--- config.mk ---
export PLATFORM = sky130hd
export DESIGN_NAME = lvds_lane_dist
export DESIGN_NICKNAME = d
export VERILOG_FILES = /design/src/rtl/lvds_dist_pkg.sv /design/src/rtl/lvds_pair_capture.sv /design/src/rtl/lvds_lane_xbar.sv /design/src/rtl/lvds_lane_dist.sv
export SDC_FILE = /design/constraint.sdc
export NUM_CORES = 1
export LEC_CHECK = 0
export ABC_AREA = 1
export BUFFER_PORTS_ARGS = -buffer_cell sky130_fd_sc_hd__buf_2
export CAP_MARGIN = 15
export CORE_ASPECT_RATIO = 1.5
export CORE_UTILIZATION = 30
export DETAILED_ROUTE_END_ITERATION = 10
export GPL_TIMING_DRIVEN = 1
export SLEW_MARGIN = 15
export SYNTH_ARGS = -nofsm -noshare
export SYNTH_HDL_FRONTEND = slang
export SYNTH_SLANG_ARGS = --single-unit
--- constraint.sdc ---
create_clock -name clk_i -period 4.7 [get_ports clk_i]
set_input_delay 0.235 -clock clk_i [delete_from_list [all_inputs] [get_ports clk_i]]
set_output_delay 0.235 -clock clk_i [all_outputs]
set_load 0.1 [all_outputs]
--- src/rtl/lvds_dist_pkg.sv ---
package lvds_dist_pkg;
   // lane words per pixel and bits per lane word
   localparam int unsigned LANES_DEF  = 5;
   localparam int unsigned WORD_W_DEF = 7;
   localparam int unsigned SEL_W_DEF  = 4;

   typedef enum logic {
      LINK_SINGLE = 1'b0,
      LINK_DUAL   = 1'b1
   } link_mode_e;

   // number of crossbar sources: two pixels of lane words
   function automatic int unsigned src_count(input int unsigned lanes);
      return 2 * lanes;
   endfunction
endpackage

--- src/rtl/lvds_pair_capture.sv ---
module lvds_pair_capture
   import lvds_dist_pkg::*;
#(
   parameter int unsigned LANES  = LANES_DEF,
   parameter int unsigned WORD_W = WORD_W_DEF,
   localparam int unsigned PIX_W = LANES * WORD_W
) (
   input  logic               clk_i,
   input  logic               rst_ni,
   input  logic               dual_i,
   input  logic               phase_i,
   input  logic               de_i,
   input  logic [PIX_W-1:0]   pix_i,
   output logic               emit_o,
   output logic [2*PIX_W-1:0] src_o
);
   logic             odd_pos_q;
   logic [PIX_W-1:0] hold_q;
   logic [PIX_W-1:0] even_pix, odd_pix;
   logic [PIX_W-1:0] first_pix, second_pix;
   link_mode_e       mode;

   assign mode = link_mode_e'(dual_i);

   always_comb begin
      emit_o   = 1'b0;
      even_pix = '0;
      odd_pix  = '0;
      if (mode == LINK_SINGLE) begin
         emit_o   = de_i;
         even_pix = pix_i;
      end else if (odd_pos_q) begin
         // pair completes: real odd pixel, or blank when DE dropped
         emit_o   = 1'b1;
         even_pix = hold_q;
         odd_pix  = de_i ? pix_i : '0;
      end
   end

   always_comb begin
      if (mode == LINK_DUAL && phase_i) begin
         first_pix  = odd_pix;
         second_pix = even_pix;
      end else begin
         first_pix  = even_pix;
         second_pix = odd_pix;
      end
   end

   assign src_o = {second_pix, first_pix};

   always_ff @(posedge clk_i) begin
      if (!rst_ni) begin
         odd_pos_q <= 1'b0;
         hold_q    <= '0;
      end else if (mode == LINK_SINGLE) begin
         odd_pos_q <= 1'b0;
      end else if (odd_pos_q) begin
         odd_pos_q <= 1'b0;
      end else if (de_i) begin
         odd_pos_q <= 1'b1;
         hold_q    <= pix_i;
      end
   end


   odd_rise_de_chk: assert property (@(posedge clk_i) disable iff (!rst_ni)
      $rose(odd_pos_q) |-> ($past(de_i) && $past(dual_i)));


   pair_no_b2b_chk: assert property (@(posedge clk_i) disable iff (!rst_ni)
      (emit_o && dual_i) |=> (!emit_o || !dual_i));
endmodule

--- src/rtl/lvds_lane_xbar.sv ---
module lvds_lane_xbar
   import lvds_dist_pkg::*;
#(
   parameter int unsigned LANES  = LANES_DEF,
   parameter int unsigned WORD_W = WORD_W_DEF,
   parameter int unsigned SEL_W  = SEL_W_DEF,
   localparam int unsigned SRC_N = src_count(LANES),
   localparam int unsigned PIX_W = LANES * WORD_W
) (
   input  logic                     clk_i,
   input  logic                     rst_ni,
   input  logic                     load_i,
   input  logic                     idle_i,
   input  logic [SRC_N*WORD_W-1:0]  src_i,
   input  logic [LANES*SEL_W-1:0]   dist_i,
   input  logic [LANES-1:0]         inv_i,
   output logic [PIX_W-1:0]         lanes_o
);
   logic [WORD_W-1:0] src_a [SRC_N];
   logic [PIX_W-1:0]  lanes_d;
   logic [PIX_W-1:0]  lanes_q;

   for (genvar s = 0; s < SRC_N; s++) begin : g_unpack
      assign src_a[s] = src_i[s*WORD_W +: WORD_W];
   end

   for (genvar j = 0; j < LANES; j++) begin : g_lane
      logic [SEL_W-1:0]  sel;
      logic [WORD_W-1:0] picked;

      assign sel = dist_i[j*SEL_W +: SEL_W];

      always_comb begin
         picked = '0;
         for (int s = 0; s < SRC_N; s++) begin
            if (sel == SEL_W'(s)) picked = src_a[s];
         end
      end

      assign lanes_d[j*WORD_W +: WORD_W] = picked ^ {WORD_W{inv_i[j]}};


      const_src_chk: assert property (@(posedge clk_i) disable iff (!rst_ni)
         (load_i && !idle_i && (sel >= SEL_W'(SRC_N)) && !inv_i[j])
         |=> (lanes_o[j*WORD_W +: WORD_W] == '0));
   end

   always_ff @(posedge clk_i) begin
      if (!rst_ni)      lanes_q <= '0;
      else if (load_i)  lanes_q <= idle_i ? '0 : lanes_d;
   end

   assign lanes_o = lanes_q;


   idle_zero_chk: assert property (@(posedge clk_i) disable iff (!rst_ni)
      (load_i && idle_i) |=> (lanes_o == '0));


   hold_chk: assert property (@(posedge clk_i) disable iff (!rst_ni)
      !load_i |=> $stable(lanes_o));
endmodule

--- src/rtl/lvds_lane_dist.sv ---
module lvds_lane_dist
   import lvds_dist_pkg::*;
#(
   parameter int unsigned LANES  = LANES_DEF,
   parameter int unsigned WORD_W = WORD_W_DEF,
   parameter int unsigned SEL_W  = SEL_W_DEF,
   localparam int unsigned SRC_N = src_count(LANES),
   localparam int unsigned PIX_W = LANES * WORD_W,
   localparam int unsigned DST_W = LANES * SEL_W
) (
   input  logic              clk_i,
   input  logic              rst_ni,
   input  logic              dual_mode_i,
   input  logic              link_phase_i,
   input  logic              de_i,
   input  logic [PIX_W-1:0]  pix_i,
   input  logic [DST_W-1:0]  dist1_i,
   input  logic [DST_W-1:0]  dist2_i,
   input  logic [LANES-1:0]  inv1_i,
   input  logic [LANES-1:0]  inv2_i,
   output logic              vld_o,
   output logic [PIX_W-1:0]  link1_o,
   output logic [PIX_W-1:0]  link2_o
);
   if (SRC_N > (1 << SEL_W)) begin : g_bad_sel
      $error("select field too narrow for %0d sources", SRC_N);
   end
   if (WORD_W == 0 || LANES == 0) begin : g_bad_dim
      $error("lane count and word width must be nonzero");
   end

   logic               emit;
   logic [2*PIX_W-1:0] src;
   logic               vld_q;

   lvds_pair_capture #(.LANES(LANES), .WORD_W(WORD_W)) u_cap (
      .clk_i   (clk_i),
      .rst_ni  (rst_ni),
      .dual_i  (dual_mode_i),
      .phase_i (link_phase_i),
      .de_i    (de_i),
      .pix_i   (pix_i),
      .emit_o  (emit),
      .src_o   (src)
   );

   lvds_lane_xbar #(.LANES(LANES), .WORD_W(WORD_W), .SEL_W(SEL_W)) u_xbar1 (
      .clk_i   (clk_i),
      .rst_ni  (rst_ni),
      .load_i  (emit),
      .idle_i  (1'b0),
      .src_i   (src),
      .dist_i  (dist1_i),
      .inv_i   (inv1_i),
      .lanes_o (link1_o)
   );

   lvds_lane_xbar #(.LANES(LANES), .WORD_W(WORD_W), .SEL_W(SEL_W)) u_xbar2 (
      .clk_i   (clk_i),
      .rst_ni  (rst_ni),
      .load_i  (emit),
      .idle_i  (!dual_mode_i),
      .src_i   (src),
      .dist_i  (dist2_i),
      .inv_i   (inv2_i),
      .lanes_o (link2_o)
   );

   always_ff @(posedge clk_i) begin
      if (!rst_ni) vld_q <= 1'b0;
      else         vld_q <= emit;
   end

   assign vld_o = vld_q;


   single_link2_idle_chk: assert property (@(posedge clk_i) disable iff (!rst_ni)
      (vld_o && !$past(dual_mode_i)) |-> (link2_o == '0));


   no_vld_without_input_chk: assert property (@(posedge clk_i) disable iff (!rst_ni)
      (!$past(de_i) && !$past(dual_mode_i)) |-> !vld_o);
endmodule

==> impl_results.md, run 1 <==
* Status: finished clean
* Clock Sinks at 107
* Crit end category: register
* Initial antenna violation count at 0
* Reg2Reg Setup Slack at 1.50 ns
* Post-synthesis mux area share at 0%
* Final cell count without fillers at 3,229
* Clk network pwr share at 27.2%
* Peak VDD IR at 0.1468 mV
* Rel. slew slack at 21.33%
* Buffers plus inverters on the worst setup path at 3
* DR vias at 17,945
* Nets at 2,744
* Max-Cap Viols at 0
* Site Rows at 93
* Total placed cells including tap cells at 3,213
* Grt ovf at 0
* Worst setup path startpoint: link_phase_i
* Mapped Nets at 2,622
* Slew Limit Fails at 0
* PD cells at 215.4 nW/um^2
* Post-synthesis xor/xnor area fraction at 0%
* Crit path DAT at 3.65 ns
* Die Width at 173.1 um
* Worst r2r src: u_cap.odd_pos_q
* Lkg Pwr at 6.845 nW
* Post-Synth Simple-Gate Area at 56.47%
* Pre-CTS setup slack at 1.070 ns
* Top-area cell type share of the netlist area at 26.22%
* Crit Path Class: in -> reg
* Clk root buf: clkbuf_16
* Post-CTS setup buffers at 0
* Number of routed nets with antenna violations at 0
* CTS tree: built
* CP required at 5.00 ns
* Tot Pwr at 3.182 mW
* Post-Route WL at 69,230 um
* CTS Hold Buffers Added at 0
* Clock latency on the worst-skew pair at 0.41 ns
* Clock skew at 0.02795 ns
* Final min period at 3.355 ns
* Vias in the first global route at 16,037
* Gate power share at 42.2%
* Min-Delay Path Class: in -> reg
* RSZ-0062 raised after global routing: false
* Drt pass-1 iters at 6
* Commonest non-fill, non-tap cell in the layout: nand2_1
* Largest net degree at the start of global routing at 70
* Yosys Warn Count at 0
* Slowest cell delay on critical path at 0.72 ns
* DP HPWL at 54,670 um
* Initial Utilization at 30.51%
* Ant diodes at 0
* Main combinational cell family by area after synthesis: simple AND/OR/NAND/NOR gates
* Area Growth Syn to Fin at 12.20%
* Setup TNS at 0 ns
* Worst Tran Pin Value at 1.171 ns
* Clock buffer depth at 2
* Internal at 1.678 mW
* Hold Crit Start: pix_i[13]
* I/O Buffers at 160
* Netlist cell types at 42
* PnR worst setup slack at 1.345 ns
* Element type at the critical path start: primary input
* Placed Area at 14,470 um^2
* Iteration-0 DRC Markers at 2,016
* Mapped Area at 13,170 um^2
* H-tree Lvls at 3
* Net switching power at 1.505 mW
* Worst-path maximum fanout at 38
* Global-route wire length before repair at 102,700 um
* Cell taking the most area after synthesis: nand2_1
* Hold Fails Final Rpt at 0
* Synthesized-area fraction occupied by adder cells at 0%
* Cell count after synthesis at 2,532
* Die Y at 258.6 um
* TritonCTS Buffers at 9
* Leading post-synthesis cells by cell area: nand2_1 26%, nand3_1 19%, dfxtp_1 16%, inv_1 7.5%, o21ai_0 6.2%
* Mean area per synthesized cell at 5.201 um^2
* Io pins at 161
* Fin crit share at 71.38%
* Worst path top cell family by delay: simple AND/OR/NAND/NOR gates
* FF+latch count, synth at 107
* Drc violations at 0
* F_max at 298.1 MHz
* DR WL/cell at 21.44 um
* Fraction of layout cells with a size suffix above 1 at 11.06%
* Core area at 43,170 um^2
* Vias/cell at 5.557
* GR Util All Layers at 30.30%
* Synth Area in Compound Gates at 15.85%
* Full die area at 44,760 um^2
* Resize count post-CTS at 0
* Setup Viol. Count Final at 0
* Sequential power share at 30.7%
* Register area share after synthesis at 16.26%
* CP Cell Sequence: buf_2 > nand2_4 > inv_2 > o21ai_1 > nand2_1 > o21ai_0 > o21ai_1 > nand3b_1 > nand2_1 > nand3_1 > nand3_1 > nand3_1 > nand2_1 > inv_1
* Most frequent cells in the layout: 920 x nand2_1, 488 x nand3_1, 262 x inv_1
* Clock transition at path regs at 0.10 ns
* Cell area after layout at 14,780 um^2
* Net Sw Frac at 47.29%
* Slowest cell on crit path: inv_2
* Gpl congestion at 1.067
[worst min-delay path, delay by kind of cell]
family / cells / cell delay (ns)
AOI/OAI and AO/OA: 1 / 0.06
buffers and inverters: 1 / 0.12
and+or+nand+nor: 1 / 0.08
[state kept, by name, summed over array words and instances (netlist names)]
| register | count |
|---|---|
| u_cap.odd_pos_q | 1 |
| u_cap.hold_q | 35 |
| u_xbar2.lanes_o | 35 |
| u_xbar1.lanes_o | 35 |
| vld_o | 1 |
[cell type report]
type / instances / area [um^2]
Fill cell: 5054 / 28390
Multi-Input combinational cell: 2065 / 9532
Sequential cell: 107 / 2142
Inverter: 282 / 1061
Timing Repair Buffer: 189 / 1018
Tap cell: 570 / 713.2
Clock buffer: 10 / 239.0
Clock inverter: 6 / 71.32
[layer usage]
layer	GRT usage, %	share of wire [%]	up-vias
met2	48.22	44	979
met4	21.31	7.5	0
met1	37.47	40	8110
met5	0	0	-
li1	-	-	8595
met3	4.592	8.2	261
[final timing paths]
path,end,cells past startpoint
min reg2reg,u_cap.hold_q[23],2
max reg2reg,u_xbar1.lanes_o[34],14
min,u_cap.hold_q[13],3
max,u_xbar1.lanes_o[24],14
[synthesized netlist by cell type (all sizes together)]
cell / count
nor3: 36
o21a: 1
o31ai: 1
nand3: 507
nand3b: 29
inv: 278
o211ai: 5
and2: 3
nor2: 115
buf: 44
nand2: 945
nand4: 41
o22ai: 15
clkinv: 4
or2: 3
a21oi: 86
a21boi: 6
o21bai: 3
and3: 1
clkbuf: 34
dfxtp: 107
a22oi: 2
o21ai: 266
[power groups by stage]
stage / registers [mW] / clock network, mW / logic (mW)
finish: 0.976 / 0.864 / 1.34
global route: 0.982 / 0.903 / 1.42
CTS: 0.977 / 0.869 / 1.30
detailed placement: 0.998 / 0 / 1.30
global placement: 0.997 / 0 / 1.30
floorplan: 1.22 / 0 / 0.656
[per-stage QoR]
step           hold WS, ns  util (%)
2_1_floorplan       0.3997         -
3_3_place_gp        0.4409     33.51
3_5_place_dp        0.4469     33.51
4_1_cts             0.1309     34.23
5_1_grt             0.1418     34.23
6_report            0.1254     34.23
[cells by family after synthesis]
group                  count (synthesis)
buffers and inverters                360
and+or+nand+nor                     1680
DFF                                  107
AOI/OAI and AO/OA                    385
No activity file was read; power rests on OpenSTA's default activity.
==> run 2, diff against run 1 <==
==> constraint.sdc (replaced) <==
create_clock -name clk_i -period 2.7 [get_ports clk_i]
set_input_delay 0.135 -clock clk_i [delete_from_list [all_inputs] [get_ports clk_i]]
set_output_delay 0.135 -clock clk_i [all_outputs]
set_load 0.1 [all_outputs]
==> run 2 against run 1 <==
Against the previous run: hold slack got worse by 0.095 ns; critical path depth did not move; via count rose by 2.0%; critical path type is now reg -> reg.
==> impl_results.md, run 2 (same netlist as run 1, synthesis figures left out) <==
* Post-Route WL at 70,910 um (was 69,230 um)
* Min-Delay Path Class: in -> reg (unchanged)
* H-tree Lvls at 3 (unchanged)
* Total placed cells including tap cells at 3,347 (was 3,213)
* Resize count post-CTS at 0 (unchanged)
* RSZ-0062 raised after global routing: false (unchanged)
* Fin crit share at 90.16%
* Worst setup path startpoint: u_cap.odd_pos_q (was link_phase_i)
* Lkg Pwr at 7.529 nW (was 6.845 nW)
* Worst Tran Pin Value at 0.6840 ns (was 1.171 ns)
* Vias in the first global route at 16,455 (was 16,037)
* GR Util All Layers at 30.95% (was 30.30%)
* Core Util, Final at 36.78% (was 34.23%)
* CTS tree: built (unchanged)
* Global-route wire length before repair at 104,100 um (was 102,700 um)
* CP required at 3.02 ns (was 5.00 ns)
* Initial Utilization at 30.51% (unchanged)
* Hold Fails Final Rpt at 0 (unchanged)
* Fraction of layout cells with a size suffix above 1 at 15.26% (was 11.06%)
* Initial antenna violation count at 0 (unchanged)
* Site Rows at 93 (unchanged)
* Vias/cell at 5.444 (was 5.557)
* Clock latency on the worst-skew pair at 0.39 ns (was 0.41 ns)
* Clk root buf: clkbuf_16 (unchanged)
* Rel. slew slack at 54.40% (was 21.33%)
* Core area at 43,170 um^2 (unchanged)
* TritonCTS Buffers at 9 (unchanged)
* Setup Viol. Count Final at 0 (unchanged)
* Iteration-0 DRC Markers at 2,097 (was 2,016)
* F_max at 410.8 MHz
* Crit Path Class: reg -> reg (was in -> reg)
* Tot Pwr at 5.575 mW (was 3.182 mW)
* Largest net degree at the start of global routing at 50 (was 70)
* Clock skew at 0.01026 ns (was 0.02795 ns)
* Element type at the critical path start: register (was primary input)
* Grt ovf at 0 (unchanged)
* Max-Cap Viols at 0 (unchanged)
* Worst-path maximum fanout at 37 (was 38)
* Status: finished clean (unchanged)
* Nets at 2,878 (was 2,744)
* Commonest non-fill, non-tap cell in the layout: nand2_1 (unchanged)
* Clock transition at path regs at 0.08 ns (was 0.10 ns)
* DR WL/cell at 21.09 um (was 21.44 um)
* Final min period at 2.434 ns
* Io pins at 161 (unchanged)
* I/O Buffers at 160 (unchanged)
* PnR worst setup slack at 0.2657 ns (was 1.345 ns)
* Full die area at 44,760 um^2 (unchanged)
* Post-CTS setup buffers at 0 (unchanged)
* Area Growth Syn to Fin at 20.56% (was 12.20%)
* Crit path DAT at 2.76 ns (was 3.65 ns)
* CTS Hold Buffers Added at 0 (unchanged)
* Hold Crit Start: rst_ni (was pix_i[13])
* Worst r2r src: u_cap.odd_pos_q (unchanged)
* Pre-CTS setup slack at 0.3330 ns (was 1.070 ns)
* Drt pass-1 iters at 8 (was 6)
* Most frequent cells in the layout: 920 x nand2_1, 488 x nand3_1, 262 x inv_1 (unchanged)
* Crit end category: register (unchanged)
* Setup TNS at 0 ns (unchanged)
* Peak VDD IR at 0.2851 mV (was 0.1468 mV)
* Clock buffer depth at 2 (unchanged)
* Clock Sinks at 107 (unchanged)
* Slew Limit Fails at 0 (unchanged)
* Drc violations at 0 (unchanged)
* PD cells at 351.1 nW/um^2 (was 215.4 nW/um^2)
* Number of routed nets with antenna violations at 0 (unchanged)
* Gpl congestion at 1.061 (was 1.067)
* Ant diodes at 0 (unchanged)
* DP HPWL at 57,520 um (was 54,670 um)
* Die Width at 173.1 um (unchanged)
* DR vias at 18,302 (was 17,945)
* Final cell count without fillers at 3,362 (was 3,229)
* Die Y at 258.6 um (unchanged)
run 2: layout make-up:
cell class | instances | area [um^2]
clock buffers | 12 | 256.5
clock inverters | 3 | 23.77
fillers | 4977 | 27290
inverters | 282 | 1061
multi-input cells | 2065 | 9532
flip-flops and latches | 107 | 2142
well taps | 570 | 713.2
repair buffers | 323 | 2150
run 2: worst max-delay path: stages, from the launching register on:
cell      delay (ns)
dfxtp_1         0.47
buf_12          0.24
nand3_1         0.14
o21ai_1         0.14
nand2_1         0.29
inv_2           0.30
nand2_1         0.11
nand2_1         0.10
nand3b_1        0.11
nand2_1         0.06
nand3_1         0.09
nand2_1         0.06
nand2_1         0.05
nand3_1         0.06
a21oi_1         0.14
run 2: worst paths after layout:
path,end,slack (ns),depth (start not counted)
setup / recovery,u_xbar2.lanes_o[9],0.27,14
hold / removal,vld_o,0.03,3
setup reg to reg,u_xbar2.lanes_o[9],0.27,14
hold reg to reg,u_cap.hold_q[23],0.45,2
run 2: where the power goes:
| part | internal (mW) | switching [mW] |
|---|---|---|
| sequential | 1.66 | 0.0423 |
| combinational | 0.644 | 1.85 |
| clock | 0.675 | 0.701 |
| total | 2.98 | 2.60 |
run 2: stage by stage:
| stage | hold slack, ns | instance area, um^2 |
|---|---|---|
| 2_1_floorplan | 0.2997 | 13170 |
| 5_1_grt | 0.04240 | 15880 |
| 6_report | 0.03070 | 15880 |
| 3_3_place_gp | 0.4384 | 15600 |
| 3_5_place_dp | 0.4337 | 15600 |
| 4_1_cts | 0.02423 | 15880 |
run 2: routing by layer:
metal	share of wire (%)	track usage (%)	vias up	wire, um
li1	-	-	8860	-
met2	45	49.74	931	31620
met3	6.5	3.727	266	4597
met1	40	37.53	8245	28710
met4	8.4	24.34	0	5977
met5	0	0	-	0
